## config.mk

```make
export PLATFORM = sky130hd
export DESIGN_NAME = pbus_timing_ctrl
export DESIGN_NICKNAME = d
export VERILOG_FILES = /design/src/rtl/pbus_pkg.sv /design/src/rtl/pbus_phase_cnt.sv /design/src/rtl/pbus_seq.sv /design/src/rtl/pbus_pins.sv /design/src/rtl/pbus_timing_ctrl.sv
export SDC_FILE = /design/constraint.sdc
export NUM_CORES = 1
export LEC_CHECK = 0
export ABC_CLOCK_PERIOD_IN_PS = 4100
export BUFFER_PORTS_ARGS = -buffer_cell sky130_fd_sc_hd__buf_2
export CAP_MARGIN = 25
export CORE_MARGIN = 1
export CORE_UTILIZATION = 54
export CTS_BUF_LIST = sky130_fd_sc_hd__clkbuf_8 sky130_fd_sc_hd__clkbuf_16
export DETAILED_ROUTE_END_ITERATION = 10
export GPL_ROUTABILITY_DRIVEN = 0
export PLACE_DENSITY_LB_ADDON = 0.2
export SYNTH_ARGS = -nofsm -noshare
export SYNTH_HDL_FRONTEND = slang
export SYNTH_SLANG_ARGS = --single-unit
```

## constraint.sdc

```tcl
create_clock -name clk_i -period 4.1 [get_ports clk_i]
set_clock_uncertainty 0.2 [all_clocks]
set_input_delay 0.41 -clock clk_i [delete_from_list [all_inputs] [get_ports clk_i]]
set_output_delay 0.41 -clock clk_i [all_outputs]
set_load 0.01 [all_outputs]
```

## src/rtl/pbus_pkg.sv

```systemverilog
package pbus_pkg;
  localparam int DATA_W    = 9;
  localparam int FLD_W     = 6;
  localparam int LAT_REQ_W = 8;
  localparam int LAT_MAX   = (1 << FLD_W) - 1;

  typedef logic [FLD_W-1:0]  fld_t;
  typedef logic [DATA_W-1:0] data_t;

  typedef enum logic [2:0] {
    PH_IDLE, PH_WSU, PH_WSTB, PH_WHLD, PH_GAP, PH_RSU, PH_RSTB, PH_RHLD
  } phase_e;

  typedef struct packed {
    fld_t wr_setup;
    fld_t wr_cyc_m1;
    fld_t wr_hold_m1;
    fld_t w2w_gap;
    fld_t rd_setup;
    fld_t rd_lat;
    fld_t rd_hold;
    logic bus9;
  } cfg_t;

  typedef struct packed {
    logic  is_read;
    logic  is_data;
    data_t wdata;
  } txn_t;

  function automatic fld_t clamp_lat(input logic [LAT_REQ_W-1:0] req);
    if (int'(req) > LAT_MAX) return fld_t'(LAT_MAX);
    if (req == '0) return fld_t'(1);
    return fld_t'(req);
  endfunction

  function automatic data_t narrow(input data_t d, input logic bus9);
    data_t m;
    m = d;
    if (!bus9) m[DATA_W-1] = 1'b0;
    return m;
  endfunction
endpackage

```

## src/rtl/pbus_phase_cnt.sv

```systemverilog
module pbus_phase_cnt #(
  parameter int W = 6
) (
  input  logic         clk_i,
  input  logic         rst_ni,
  input  logic         load_i,
  input  logic [W-1:0] load_val_i,
  output logic         last_o
);
  logic [W-1:0] cnt_q;

  always_ff @(posedge clk_i or negedge rst_ni) begin
    if (!rst_ni)            cnt_q <= '0;
    else if (load_i)        cnt_q <= load_val_i;
    else if (cnt_q != '0)   cnt_q <= cnt_q - 1'b1;
  end

  assign last_o = (cnt_q == '0);
endmodule

```

## src/rtl/pbus_seq.sv

```systemverilog
module pbus_seq
  import pbus_pkg::*;
(
  input  logic   clk_i,
  input  logic   rst_ni,
  input  logic   req_i,
  input  logic   req_read_i,
  input  logic   req_data_i,
  input  data_t  wdata_i,
  input  cfg_t   cfg_i,
  input  logic   last_i,
  output phase_e state_o,
  output logic   load_o,
  output fld_t   load_val_o,
  output cfg_t   cfg_q_o,
  output txn_t   txn_q_o,
  output logic   ready_o
);
  phase_e state_q, nxt;
  cfg_t   cfg_q, act_cfg;
  txn_t   txn_q;
  logic   accept;

  function automatic phase_e first_ph(input cfg_t c, input logic rd);
    if (rd) return (c.rd_setup != '0) ? PH_RSU : PH_RSTB;
    return (c.wr_setup != '0) ? PH_WSU : PH_WSTB;
  endfunction

  function automatic phase_e succ(input phase_e p, input cfg_t c);
    case (p)
      PH_WSU:  return PH_WSTB;
      PH_WSTB: return PH_WHLD;
      PH_WHLD: return (c.w2w_gap != '0) ? PH_GAP : PH_IDLE;
      PH_RSU:  return PH_RSTB;
      PH_RSTB: return (c.rd_hold != '0) ? PH_RHLD : PH_IDLE;
      default: return PH_IDLE;
    endcase
  endfunction

  // counter preload = phase length - 1
  function automatic fld_t len_m1(input phase_e p, input cfg_t c);
    case (p)
      PH_WSU:  return c.wr_setup - 1'b1;
      PH_WSTB: return c.wr_cyc_m1;
      PH_WHLD: return c.wr_hold_m1;
      PH_GAP:  return c.w2w_gap - 1'b1;
      PH_RSU:  return c.rd_setup - 1'b1;
      PH_RSTB: return c.rd_lat - 1'b1;
      PH_RHLD: return c.rd_hold - 1'b1;
      default: return '0;
    endcase
  endfunction

  always_comb begin
    // zero gap: take the next write in the last hold cycle
    ready_o = (state_q == PH_IDLE) ||
              (state_q == PH_WHLD && last_i && cfg_q.w2w_gap == '0);
    accept  = req_i && ready_o;
    act_cfg = accept ? cfg_i : cfg_q;
    nxt     = state_q;
    if (accept)                            nxt = first_ph(cfg_i, req_read_i);
    else if (state_q != PH_IDLE && last_i) nxt = succ(state_q, cfg_q);
    load_o     = (nxt != state_q) && (nxt != PH_IDLE);
    load_val_o = len_m1(nxt, act_cfg);
  end

  always_ff @(posedge clk_i or negedge rst_ni) begin
    if (!rst_ni) begin
      state_q <= PH_IDLE;
      cfg_q   <= '0;
      txn_q   <= '0;
    end else begin
      state_q <= nxt;
      if (accept) begin
        cfg_q <= cfg_i;
        txn_q <= '{is_read: req_read_i, is_data: req_data_i, wdata: wdata_i};
      end
    end
  end

  assign state_o = state_q;
  assign cfg_q_o = cfg_q;
  assign txn_q_o = txn_q;
endmodule

```

## src/rtl/pbus_pins.sv

```systemverilog
module pbus_pins
  import pbus_pkg::*;
(
  input  logic   clk_i,
  input  logic   rst_ni,
  input  phase_e state_i,
  input  logic   last_i,
  input  logic   rd_hold_zero_i,
  input  logic   bus9_i,
  input  logic   is_data_i,
  input  data_t  wdata_i,
  input  data_t  lcd_d_i,
  input  logic   panel_rst_i,
  output logic   lcd_cs_no,
  output logic   lcd_wr_no,
  output logic   lcd_rd_no,
  output logic   lcd_rs_o,
  output data_t  lcd_d_o,
  output logic   lcd_d_oe_o,
  output logic   lcd_rst_no,
  output data_t  rdata_o,
  output logic   done_o
);
  logic  done_q, rst_q;
  data_t rdata_q;
  logic  fin;

  assign lcd_cs_no  = (state_i == PH_IDLE) || (state_i == PH_GAP);
  assign lcd_wr_no  = (state_i != PH_WSTB);
  assign lcd_rd_no  = (state_i != PH_RSTB);
  assign lcd_d_oe_o = (state_i == PH_WSTB) || (state_i == PH_WHLD);
  assign lcd_d_o    = lcd_d_oe_o ? narrow(wdata_i, bus9_i) : '0;
  assign lcd_rs_o   = is_data_i;

  assign fin = last_i && ((state_i == PH_WHLD) || (state_i == PH_RHLD) ||
                          (state_i == PH_RSTB && rd_hold_zero_i));

  always_ff @(posedge clk_i or negedge rst_ni) begin
    if (!rst_ni) begin
      done_q  <= 1'b0;
      rdata_q <= '0;
      rst_q   <= 1'b0;
    end else begin
      done_q <= fin;
      rst_q  <= !panel_rst_i;
      if (state_i == PH_RSTB && last_i) rdata_q <= narrow(lcd_d_i, bus9_i);
    end
  end

  assign done_o     = done_q;
  assign rdata_o    = rdata_q;
  assign lcd_rst_no = rst_q;
endmodule

```

## src/rtl/pbus_timing_ctrl.sv

```systemverilog
module pbus_timing_ctrl
  import pbus_pkg::*;
(
  input  logic                 clk_i,
  input  logic                 rst_ni,
  input  logic                 req_i,
  input  logic                 req_read_i,
  input  logic                 req_data_i,
  input  logic [DATA_W-1:0]    wdata_i,
  output logic                 busy_o,
  output logic                 done_o,
  output logic [DATA_W-1:0]    rdata_o,
  input  logic [FLD_W-1:0]     cfg_wr_setup_i,
  input  logic [FLD_W-1:0]     cfg_wr_cyc_m1_i,
  input  logic [FLD_W-1:0]     cfg_wr_hold_m1_i,
  input  logic [FLD_W-1:0]     cfg_w2w_gap_i,
  input  logic [FLD_W-1:0]     cfg_rd_setup_i,
  input  logic [LAT_REQ_W-1:0] cfg_rd_lat_i,
  input  logic [FLD_W-1:0]     cfg_rd_hold_i,
  input  logic                 cfg_bus9_i,
  input  logic                 panel_rst_i,
  output logic                 lcd_cs_no,
  output logic                 lcd_wr_no,
  output logic                 lcd_rd_no,
  output logic                 lcd_rs_o,
  output logic [DATA_W-1:0]    lcd_d_o,
  output logic                 lcd_d_oe_o,
  input  logic [DATA_W-1:0]    lcd_d_i,
  output logic                 lcd_rst_no
);
  cfg_t   cfg_in, cfg_q;
  txn_t   txn_q;
  phase_e state;
  logic   load, last, ready;
  fld_t   load_val;

  always_comb begin
    cfg_in.wr_setup   = cfg_wr_setup_i;
    cfg_in.wr_cyc_m1  = cfg_wr_cyc_m1_i;
    cfg_in.wr_hold_m1 = cfg_wr_hold_m1_i;
    cfg_in.w2w_gap    = cfg_w2w_gap_i;
    cfg_in.rd_setup   = cfg_rd_setup_i;
    cfg_in.rd_lat     = clamp_lat(cfg_rd_lat_i);
    cfg_in.rd_hold    = cfg_rd_hold_i;
    cfg_in.bus9       = cfg_bus9_i;
  end

  pbus_seq u_seq (
    .clk_i      (clk_i),
    .rst_ni     (rst_ni),
    .req_i      (req_i),
    .req_read_i (req_read_i),
    .req_data_i (req_data_i),
    .wdata_i    (wdata_i),
    .cfg_i      (cfg_in),
    .last_i     (last),
    .state_o    (state),
    .load_o     (load),
    .load_val_o (load_val),
    .cfg_q_o    (cfg_q),
    .txn_q_o    (txn_q),
    .ready_o    (ready)
  );

  pbus_phase_cnt #(.W(FLD_W)) u_cnt (
    .clk_i      (clk_i),
    .rst_ni     (rst_ni),
    .load_i     (load),
    .load_val_i (load_val),
    .last_o     (last)
  );

  pbus_pins u_pins (
    .clk_i          (clk_i),
    .rst_ni         (rst_ni),
    .state_i        (state),
    .last_i         (last),
    .rd_hold_zero_i (cfg_q.rd_hold == '0),
    .bus9_i         (cfg_q.bus9),
    .is_data_i      (txn_q.is_data),
    .wdata_i        (txn_q.wdata),
    .lcd_d_i        (lcd_d_i),
    .panel_rst_i    (panel_rst_i),
    .lcd_cs_no      (lcd_cs_no),
    .lcd_wr_no      (lcd_wr_no),
    .lcd_rd_no      (lcd_rd_no),
    .lcd_rs_o       (lcd_rs_o),
    .lcd_d_o        (lcd_d_o),
    .lcd_d_oe_o     (lcd_d_oe_o),
    .lcd_rst_no     (lcd_rst_no),
    .rdata_o        (rdata_o),
    .done_o         (done_o)
  );

  assign busy_o = !ready;
endmodule

```

==> metrics.yaml, run 1 <==
status: "completed"
stdcell_count: 611
crit_required_ps: 4180
cts.clk_slew.worst_paths_ps: 80
ctsRootBufferMaster: "clkbuf_8"
grt_pass1_wl_um: 15000
syn_avg_cell_area_um2: 9.33
grt_start_max_net_pins: 48
numCtsBuffers: 9
leakage_uw: 0.00237
place_area_um2: 4430
antenna_left: 0
drive_gt1_frac: 0.313
numPlacedInstances: 593
die-area_um2: 7510
fmax_mhz: 276
yosys_most_used_dff: "dfrtp_1"
synth_warnings: 0
path_class: "reg -> reg"
ctsResizeCount: 0
ys_seq_elements: 73
slew_viol_final: 0
syn_area_um2: 3870
vias_per_cell: 5.41
ir_drop_mv: 0.317
relSlewSlack: 0.491
synth_edf_count: 0
syn2layout_area_growth_pct: 20.5
yosysUniqueCellTypes: 63
grt_antenna_before_repair: 0
start_kind: "flip-flop"
syn-num-nets: 487
insertedDiodeCount: 0
cts_hold_buffers: 2
initial_core_util: 0.564
crit_path_max_fanout: 45
final_cell_mix: "143 x nand2_1, 94 x buf_2, 73 x dfrtp_1"
finalWorstPathRequiredPeriod_ps: 3630
post_cts_buffers: 0
regArea_um2: 1830
multi_input_area_um2: 1930
drtIter0Drc: 185
first_pass_iters: 5
layout.nets: 582
rows: 30
mostFrequentLayoutCell: "nand2_1"
finalSetupTns_ps: 0
drt-total-wl_um: 9010
die_w_um: 86.7
drcViolationCount: 0
hp-class: "in -> reg"
period_share: 0.885
tritoncts: "yes"
track_usage: 0.262
postLayoutCellArea_um2: 4670
synth_seq_area_share: 0.472
powerDensity_nw_per_um2: 571
clk_path_buf_depth: 2
io_buffers: 94
num-fill-cells: 584
vias: 3305
async_reset_ff_frac: 1.00
cts.sinks: 73
tightest_slew_ps: 763
hold_viol_final: 0
cp.arrival_ps: 3710
clk_latency_ps: 360
hpwl_um: 6500
drt-wirelength-per-cell_um: 14.7
cts-htree-levels: 3
rsz0062_at_grt: "no"
fin_hold_ws_ps: 40.2
die_y_um: 86.7
overflow: 0
coreArea_um2: 6870
grt_pass1_vias: 3267
io_pins: 95
drv_cap: 0
setup_violations: 0
cp-end-kind: "flip-flop"
netlist_instances: 415
worst_slack_ps: 472
pre_cts_ws_ps: 525
## sequential cells by signal (all words and copies together), names as in the netlist
name	count
u_pins.rdata_o	9
u_seq.cfg_q_o	43
u_cnt.cnt_q	6
u_seq.state_o	3
u_seq.txn_q_o	10
u_pins.lcd_rst_no	1
u_pins.done_o	1
## worst paths after layout
kind	start	to	slack (ps)	depth (start not counted)
setup / recovery	u_cnt.cnt_q[1]$_DFFE_PN0P_	u_cnt.cnt_q[4]$_DFFE_PN0P_	470	13
hold / removal	req_data_i	u_seq.txn_q_o[9]$_DFFE_PN0N_	40	3
setup reg to reg	u_cnt.cnt_q[1]$_DFFE_PN0P_	u_cnt.cnt_q[4]$_DFFE_PN0P_	470	13
hold reg to reg	u_seq.txn_q_o[8]$_DFFE_PN0N_	u_seq.txn_q_o[8]$_DFFE_PN0N_	270	2
max in group asynchronous	rst_ni	u_pins.done_o$_DFF_PN0_	2270	3
min in group asynchronous	rst_ni	u_seq.cfg_q_o[41]$_DFF_PN0_	450	2
## critical path, cell delays in order, from the launching register on
cell	delay, ps
dfrtp_1	420
inv_1	100
ha_1	140
nor3b_4	380
a41oi_2	240
nand2b_4	450
o211ai_1	350
nand3_1	160
o32ai_4	290
ha_1	200
inv_1	70
nor4_1	300
o21ai_1	90
a21oi_1	160
## synthesized netlist by cell type (3+ instances only)
| cell | instances | area [um2] |
|---|---|---|
| and2_1 | 11 | 68.8 |
| or3_1 | 8 | 50.1 |
| a22o_1 | 3 | 26.3 |
| mux2i_1 | 3 | 30.0 |
| buf_1 | 3 | 11.3 |
| nor2b_1 | 6 | 37.5 |
| a41oi_2 | 3 | 48.8 |
| clkbuf_1 | 5 | 18.8 |
| buf_2 | 8 | 40.0 |
| nor4_1 | 5 | 31.3 |
| nor2_1 | 15 | 56.3 |
| nand2_1 | 143 | 537 |
| o21ai_0 | 11 | 55.1 |
| inv_1 | 9 | 33.8 |
| nor3_1 | 7 | 35.0 |
| a222oi_1 | 3 | 30.0 |
| o21ai_1 | 3 | 15.0 |
| dfrtp_1 | 73 | 1830 |
| nand3_1 | 5 | 25.0 |
| a21oi_1 | 13 | 65.1 |
| and3_1 | 4 | 25.0 |
| mux2_2 | 21 | 236 |
| xnor2_1 | 3 | 26.3 |
| ha_1 | 3 | 37.5 |
## metal layers
metal,GRT usage,routed length (um),vias up
met1,0.349,4110,1555
met3,0.0648,536,16
met5,0,0,-
met4,0.0955,132,0
met2,0.417,4240,116
li1,-,-,1618
## cell type report
class	count	area share
Clock inverter	6	0.0177
Sequential cell	73	0.391
Multi-Input combinational cell	315	0.414
Timing Repair Buffer	102	0.115
Inverter	9	0.00724
Tap cell	96	0.0257
Clock buffer	10	0.0295
## logic make-up (layout without fill, tap and decap cells)
group / Yosys count / count (layout) / synth area share
xor+xnor: 4 / 4 / 0.00905
simple gates: 223 / 223 / 0.270
fa+ha+maj: 3 / 3 / 0.00969
mux: 24 / 24 / 0.0688
compound gates: 61 / 61 / 0.139
flops: 73 / 73 / 0.472
buf+inv: 27 / 127 / 0.0317
## stage by stage
stage / total power (uW) / utilization
3_5_place_dp: 2040 / 0.644
5_1_grt: 2830 / 0.679
6_report: 2670 / 0.679
2_1_floorplan: 1760 / -
3_3_place_gp: 2010 / 0.644
4_1_cts: 2660 / 0.679
## power by group
part | switching [uW] | leakage (uW) | internal [uW]
Clock | 268 | 0.000117 | 356
Sequential | 140 | 0.000921 | 904
Combinational | 556 | 0.00133 | 442
Note: power is estimated with default switching activity, not from simulation.
==> run 2: changes to the inputs <==
CORE_UTILIZATION = 55   (was 54)
CTS_BUF_LIST = sky130_fd_sc_hd__clkbuf_4 sky130_fd_sc_hd__clkbuf_8   (was sky130_fd_sc_hd__clkbuf_8 sky130_fd_sc_hd__clkbuf_16)
==> run 2 against run 1 <==
Net effect: sequential power is essentially flat; sequential cell count is the same; utilization grew 0.79 points; clock power shrank 5.1%; worst setup slack lost 49 ps; register-to-register slack lost 50 ps; critical path type unchanged; final area is essentially flat; worst hold slack gained 7.7 ps; clock-buffer cell count grew 2; combinational power is essentially flat.
==> metrics.yaml, run 2 (same netlist as run 1, synthesis figures left out) <==
powerDensity_nw_per_um2: 566
finalWorstPathRequiredPeriod_ps: 3680
cts.sinks: 73
grt_pass1_vias: 3291
io_buffers: 94
syn2layout_area_growth_pct: 20.6
cpMaxStageDelayCell: "nand2b_4"
drtIter0Drc: 248
cp.arrival_ps: 3750
vias_per_cell: 5.41
cp-end-kind: "flip-flop"
fmax_mhz: 272
drt-total-wl_um: 9060
setup_violations: 0
coreArea_um2: 6790
mostFrequentLayoutCell: "nand2_1"
num-fill-cells: 549
finalSetupTns_ps: 0
first_pass_iters: 4
p_sw_uw: 967
p_sw_frac: 0.366
start_kind: "flip-flop"
combPwrFrac: 0.380
clk_path_buf_depth: 2
p_seq_frac: 0.396
cts.clk_slew.worst_paths_ps: 70
cts_hold_buffers: 2
pre_cts_ws_ps: 486
leakage_uw: 0.00236
crit_path_max_fanout: 45
ctsResizeCount: 0
ctsRootBufferMaster: "clkbuf_8"
numCtsBuffers: 9
pwr-share-clk: 0.224
hold_viol_final: 0
insertedDiodeCount: 0
rows: 30
multi_input_area_um2: 1930
grt_pass1_wl_um: 15400
initial_core_util: 0.570
die_w_um: 85.9
die_y_um: 85.9
status: "completed"
drive_gt1_frac: 0.316
rsz0062_at_grt: "no"
grt_antenna_before_repair: 0
grt_start_max_net_pins: 48
track_usage: 0.272
ir_drop_mv: 0.315
path_class: "reg -> reg"
largest_reg_flops: 43
max_stage_delay_ps: 450
die-area_um2: 7380
drv_cap: 0
hpwl_um: 6640
postLayoutCellArea_um2: 4670
crit_chain: "inv_1 -> ha_1 -> nor3b_4 -> a41oi_2 -> nand2b_4 -> o211ai_1 -> nand3_1 -> o32ai_4 -> ha_1 -> inv_1 -> nor4_1 -> o21ai_1 -> a21oi_1"
crit_required_ps: 4180
drt-wirelength-per-cell_um: 14.8
period_share: 0.897
relSlewSlack: 0.549
regArea_um2: 1830
vias: 3313
overflow: 0
layout.nets: 583
io_pins: 95
p_int_uw: 1680
post_cts_buffers: 0
hp-class: "in -> reg"
cts-htree-levels: 3
drcViolationCount: 0
slew_viol_final: 0
place_area_um2: 4430
worst_slack_ps: 423
antenna_left: 0
final_cell_mix: "143 x nand2_1, 94 x buf_2, 73 x dfrtp_1"
tightest_slew_ps: 674
clk_latency_ps: 350
tritoncts: "yes"
[run 2: changes by cell type in the layout (fill, tap and decap cells not counted), sizes merged]
| cell | previous run | this run |
|---|---|---|
| clkinv | 3 | 1 |
| bufinv | 2 | 1 |
| inv | 10 | 9 |
| clkinvlp | 0 | 2 |
| buf | 100 | 101 |
| clkbuf | 10 | 12 |
[run 2: per-layer routing]
layer | share of wire | routed length (um) | global-route usage | vias up
met5 | 0 | 0 | 0 | -
met4 | 0.027 | 248 | 0.126 | 0
met3 | 0.059 | 539 | 0.0443 | 20
met2 | 0.45 | 4100 | 0.431 | 137
met1 | 0.46 | 4170 | 0.368 | 1542
li1 | - | - | - | 1614
[run 2: cell type report]
type,count,area share
timing repair buffer,103,0.116
sequential,73,0.391
clock inverter,4,0.0107
inverter,9,0.00723
clock buffer,12,0.0354
multi-input combinational,315,0.413
tap,96,0.0257
[run 2: worst paths after layout]
kind / from / slack, ps / endpoint / depth (start not counted)
max: u_cnt.cnt_q[0]$_DFFE_PN0P_ / 420 / u_cnt.cnt_q[4]$_DFFE_PN0P_ / 13
min: wdata_i[2] / 50 / u_seq.txn_q_o[2]$_DFFE_PN0N_ / 3
max reg2reg: u_cnt.cnt_q[0]$_DFFE_PN0P_ / 420 / u_cnt.cnt_q[4]$_DFFE_PN0P_ / 13
min reg2reg: u_seq.cfg_q_o[38]$_DFF_PN0_ / 270 / u_seq.cfg_q_o[38]$_DFF_PN0_ / 2
max in group asynchronous: rst_ni / 2490 / u_seq.cfg_q_o[39]$_DFF_PN0_ / 3
min in group asynchronous: rst_ni / 420 / u_seq.cfg_q_o[27]$_DFF_PN0_ / 2
[run 2: critical path: cells and delay by family (launching register included)]
kind / cells / cell delay (ps)
fa+ha+maj: 2 / 350
compound gates: 5 / 1180
simple gates: 4 / 1300
flops: 1 / 420
buf+inv: 2 / 160
[run 2: power groups by stage]
stage | logic (uW) | registers [uW] | clock network, uW
after floorplan | 748 | 1020 | 0
after global placement | 961 | 1050 | 0
after detailed placement | 989 | 1060 | 0
after CTS | 994 | 1040 | 606
after global routing | 1120 | 1070 | 636
final | 1000 | 1050 | 592
[run 2: stage by stage]
step,std cells,total power [uW],hold slack (ps),utilization
global placement,594,2010,250,0.653
finish,612,2640,47.9,0.687
global route,612,2820,46.4,0.687
detailed placement,594,2040,252,0.653
floorplan,415,1760,-85.6,-
CTS,612,2640,35.1,0.687
==> run 3: changes to the inputs <==
BUFFER_PORTS_ARGS = -buffer_cell sky130_fd_sc_hd__buf_4   (was -buffer_cell sky130_fd_sc_hd__buf_2)
==> run 3 against run 2 <==
Net effect: via count rose by 1.0%; the flow now finishes with violations (negative hold slack); worst hold slack got worse by 90 ps; final area rose by 5.4%; utilization up 3.7 points; critical path depth is the same; clock-buffer cell count is 1 higher; global-route usage increased by 0.77 points.
==> metrics.yaml, run 3 (same netlist as run 1, synthesis figures left out) <==
total_power_uw: 2780
largest_reg_flops: 43
die_w_um: 85.9
tritoncts: "yes"
mostFrequentLayoutCell: "nand2_1"
drv_cap: 0
path_class: "reg -> reg"
vias: 3346
io_buffers: 94
crit_chain: "inv_1 -> ha_1 -> nor3b_4 -> a41oi_2 -> nand2b_4 -> or4_4 -> o211ai_2 -> o2bb2ai_2 -> ha_1 -> inv_1 -> o31a_1 -> o21ai_1 -> a21oi_1"
rr_endpoint: "u_cnt.cnt_q[4]$_DFFE_PN0P_"
tightest_slew_ps: 889
grt_start_max_net_pins: 74
slew_viol_final: 0
overflow: 0
drt-wirelength-per-cell_um: 15.5
crit-reg2reg-launch: "u_cnt.cnt_q[0]$_DFFE_PN0P_"
cts.sinks: 73
grt_pass1_vias: 3425
cp-end-kind: "flip-flop"
fin_hold_ws_ps: -42.1
vias_per_cell: 5.49
pre_cts_ws_ps: 500
leakage_uw: 0.00244
syn2layout_area_growth_pct: 27.0
track_usage: 0.280
status: "complete, but fails checks"
ctsResizeCount: 0
clk_path_buf_depth: 2
die-area_um2: 7380
worst_slack_ps: 468
finalSetupTns_ps: 0
stdcell_count: 610
drcViolationCount: 0
num-fill-cells: 521
period_share: 0.886
critPathBufInv: 2
antenna_left: 0
drtIter0Drc: 225
insertedDiodeCount: 0
reg2reg_depth: 13
grt_antenna_before_repair: 0
cts.clk_slew.worst_paths_ps: 80
final_util: 0.724
start_kind: "flip-flop"
layout.nets: 581
coreArea_um2: 6790
rsz0062_at_grt: "no"
finalWorstPathRequiredPeriod_ps: 3630
drt-total-wl_um: 9450
max_stage_delay_ps: 530
rows: 30
cp.arrival_ps: 3660
cts-htree-levels: 3
setup_violations: 0
numPlacedInstances: 593
io_pins: 95
numCtsBuffers: 9
hpwl_um: 6760
r2r_setup_slack_ps: 470
initial_core_util: 0.570
failed_checks: "negative hold slack"
hold_viol_final: 30
die_y_um: 85.9
crit_required_ps: 4130
first_pass_iters: 5
ctsRootBufferMaster: "clkbuf_8"
grt_pass1_wl_um: 16000
drive_gt1_frac: 0.315
hp-class: "in -> async"
final_cell_mix: "143 x nand2_1, 100 x buf_4, 73 x dfrtp_1"
cpMaxStageDelayCell: "or4_4"
fmax_mhz: 275
relSlewSlack: 0.407
clk_latency_ps: 350
critPathTopFamily: "simple AND/OR/NAND/NOR gates"
crit_path_max_fanout: 41
powerDensity_nw_per_um2: 564
ir_drop_mv: 0.288
## run 3: cell types whose count changed in the layout (fill, tap and decap cells not counted), sizes merged
cell | previous run | this run
clkinvlp | 2 | 0
buf | 101 | 100
bufinv | 1 | 2
clkbuf | 12 | 13
clkinv | 1 | 0
dlygate4sd3 | 2 | 1
inv | 9 | 10
## run 3: layout make-up
class | instances | area (um2) | area share
sequential | 73 | 1830 | 0.371
timing repair buffer | 101 | 761 | 0.155
clock buffer | 13 | 179 | 0.0364
inverter | 9 | 33.8 | 0.00687
tap | 96 | 120 | 0.0244
clock inverter | 3 | 68.8 | 0.0140
multi-input combinational | 315 | 1930 | 0.392
## run 3: per-stage QoR
stage	instance area (um2)	hold WS [ps]
after detailed placement	4660	259
after global routing	4920	48.3
after floorplan	3870	-85.6
final	4920	-42.1
after CTS	4920	17.1
after global placement	4660	243
## run 3: worst reg2reg max path, stage by stage (launching register included)
cell and delay [ps]:
dfrtp_1 430, inv_1 100, ha_1 160, nor3b_4 360, a41oi_2 250, nand2b_4 410
or4_4 550, o211ai_2 90, o2bb2ai_2 160, ha_1 180, inv_1 70, o31a_1 310
o21ai_1 150, a21oi_1 100
## run 3: metal layers
metal,vias to the layer above,track usage,share of wire,wire (um)
met3,17,0.0529,0.069,650
met5,-,0,0,0
met1,1576,0.376,0.43,4100
li1,1609,-,-,-
met4,0,0.121,0.017,163
met2,144,0.444,0.48,4540
## run 3: power breakdown
| group | switching [uW] | leakage (uW) | internal (uW) |
|---|---|---|---|
| combinational | 574 | 0.00139 | 475 |
| sequential | 149 | 0.000921 | 904 |
| clock | 264 | 0.000126 | 412 |
## run 3: worst max path at each step
stage	startpoint	end	slack [ps]	cells past startpoint
2_1_floorplan	u_cnt.cnt_q[0]$_DFFE_PN0P_	u_cnt.cnt_q[4]$_DFFE_PN0P_	910	13
3_3_place_gp	u_cnt.cnt_q[0]$_DFFE_PN0P_	u_cnt.cnt_q[4]$_DFFE_PN0P_	700	13
3_5_place_dp	u_cnt.cnt_q[0]$_DFFE_PN0P_	u_cnt.cnt_q[4]$_DFFE_PN0P_	500	13
4_1_cts	u_cnt.cnt_q[0]$_DFFE_PN0P_	u_cnt.cnt_q[4]$_DFFE_PN0P_	490	13
5_1_grt	u_cnt.cnt_q[1]$_DFFE_PN0P_	u_cnt.cnt_q[4]$_DFFE_PN0P_	170	13
6_report	u_cnt.cnt_q[0]$_DFFE_PN0P_	u_cnt.cnt_q[4]$_DFFE_PN0P_	470	13
## run 3: what timing repair did
item                                   4_1_cts  5_1_grt
endpoints found under the hold margin        1        0
hold buffers                                 1        0
buffers inserted                             0        0
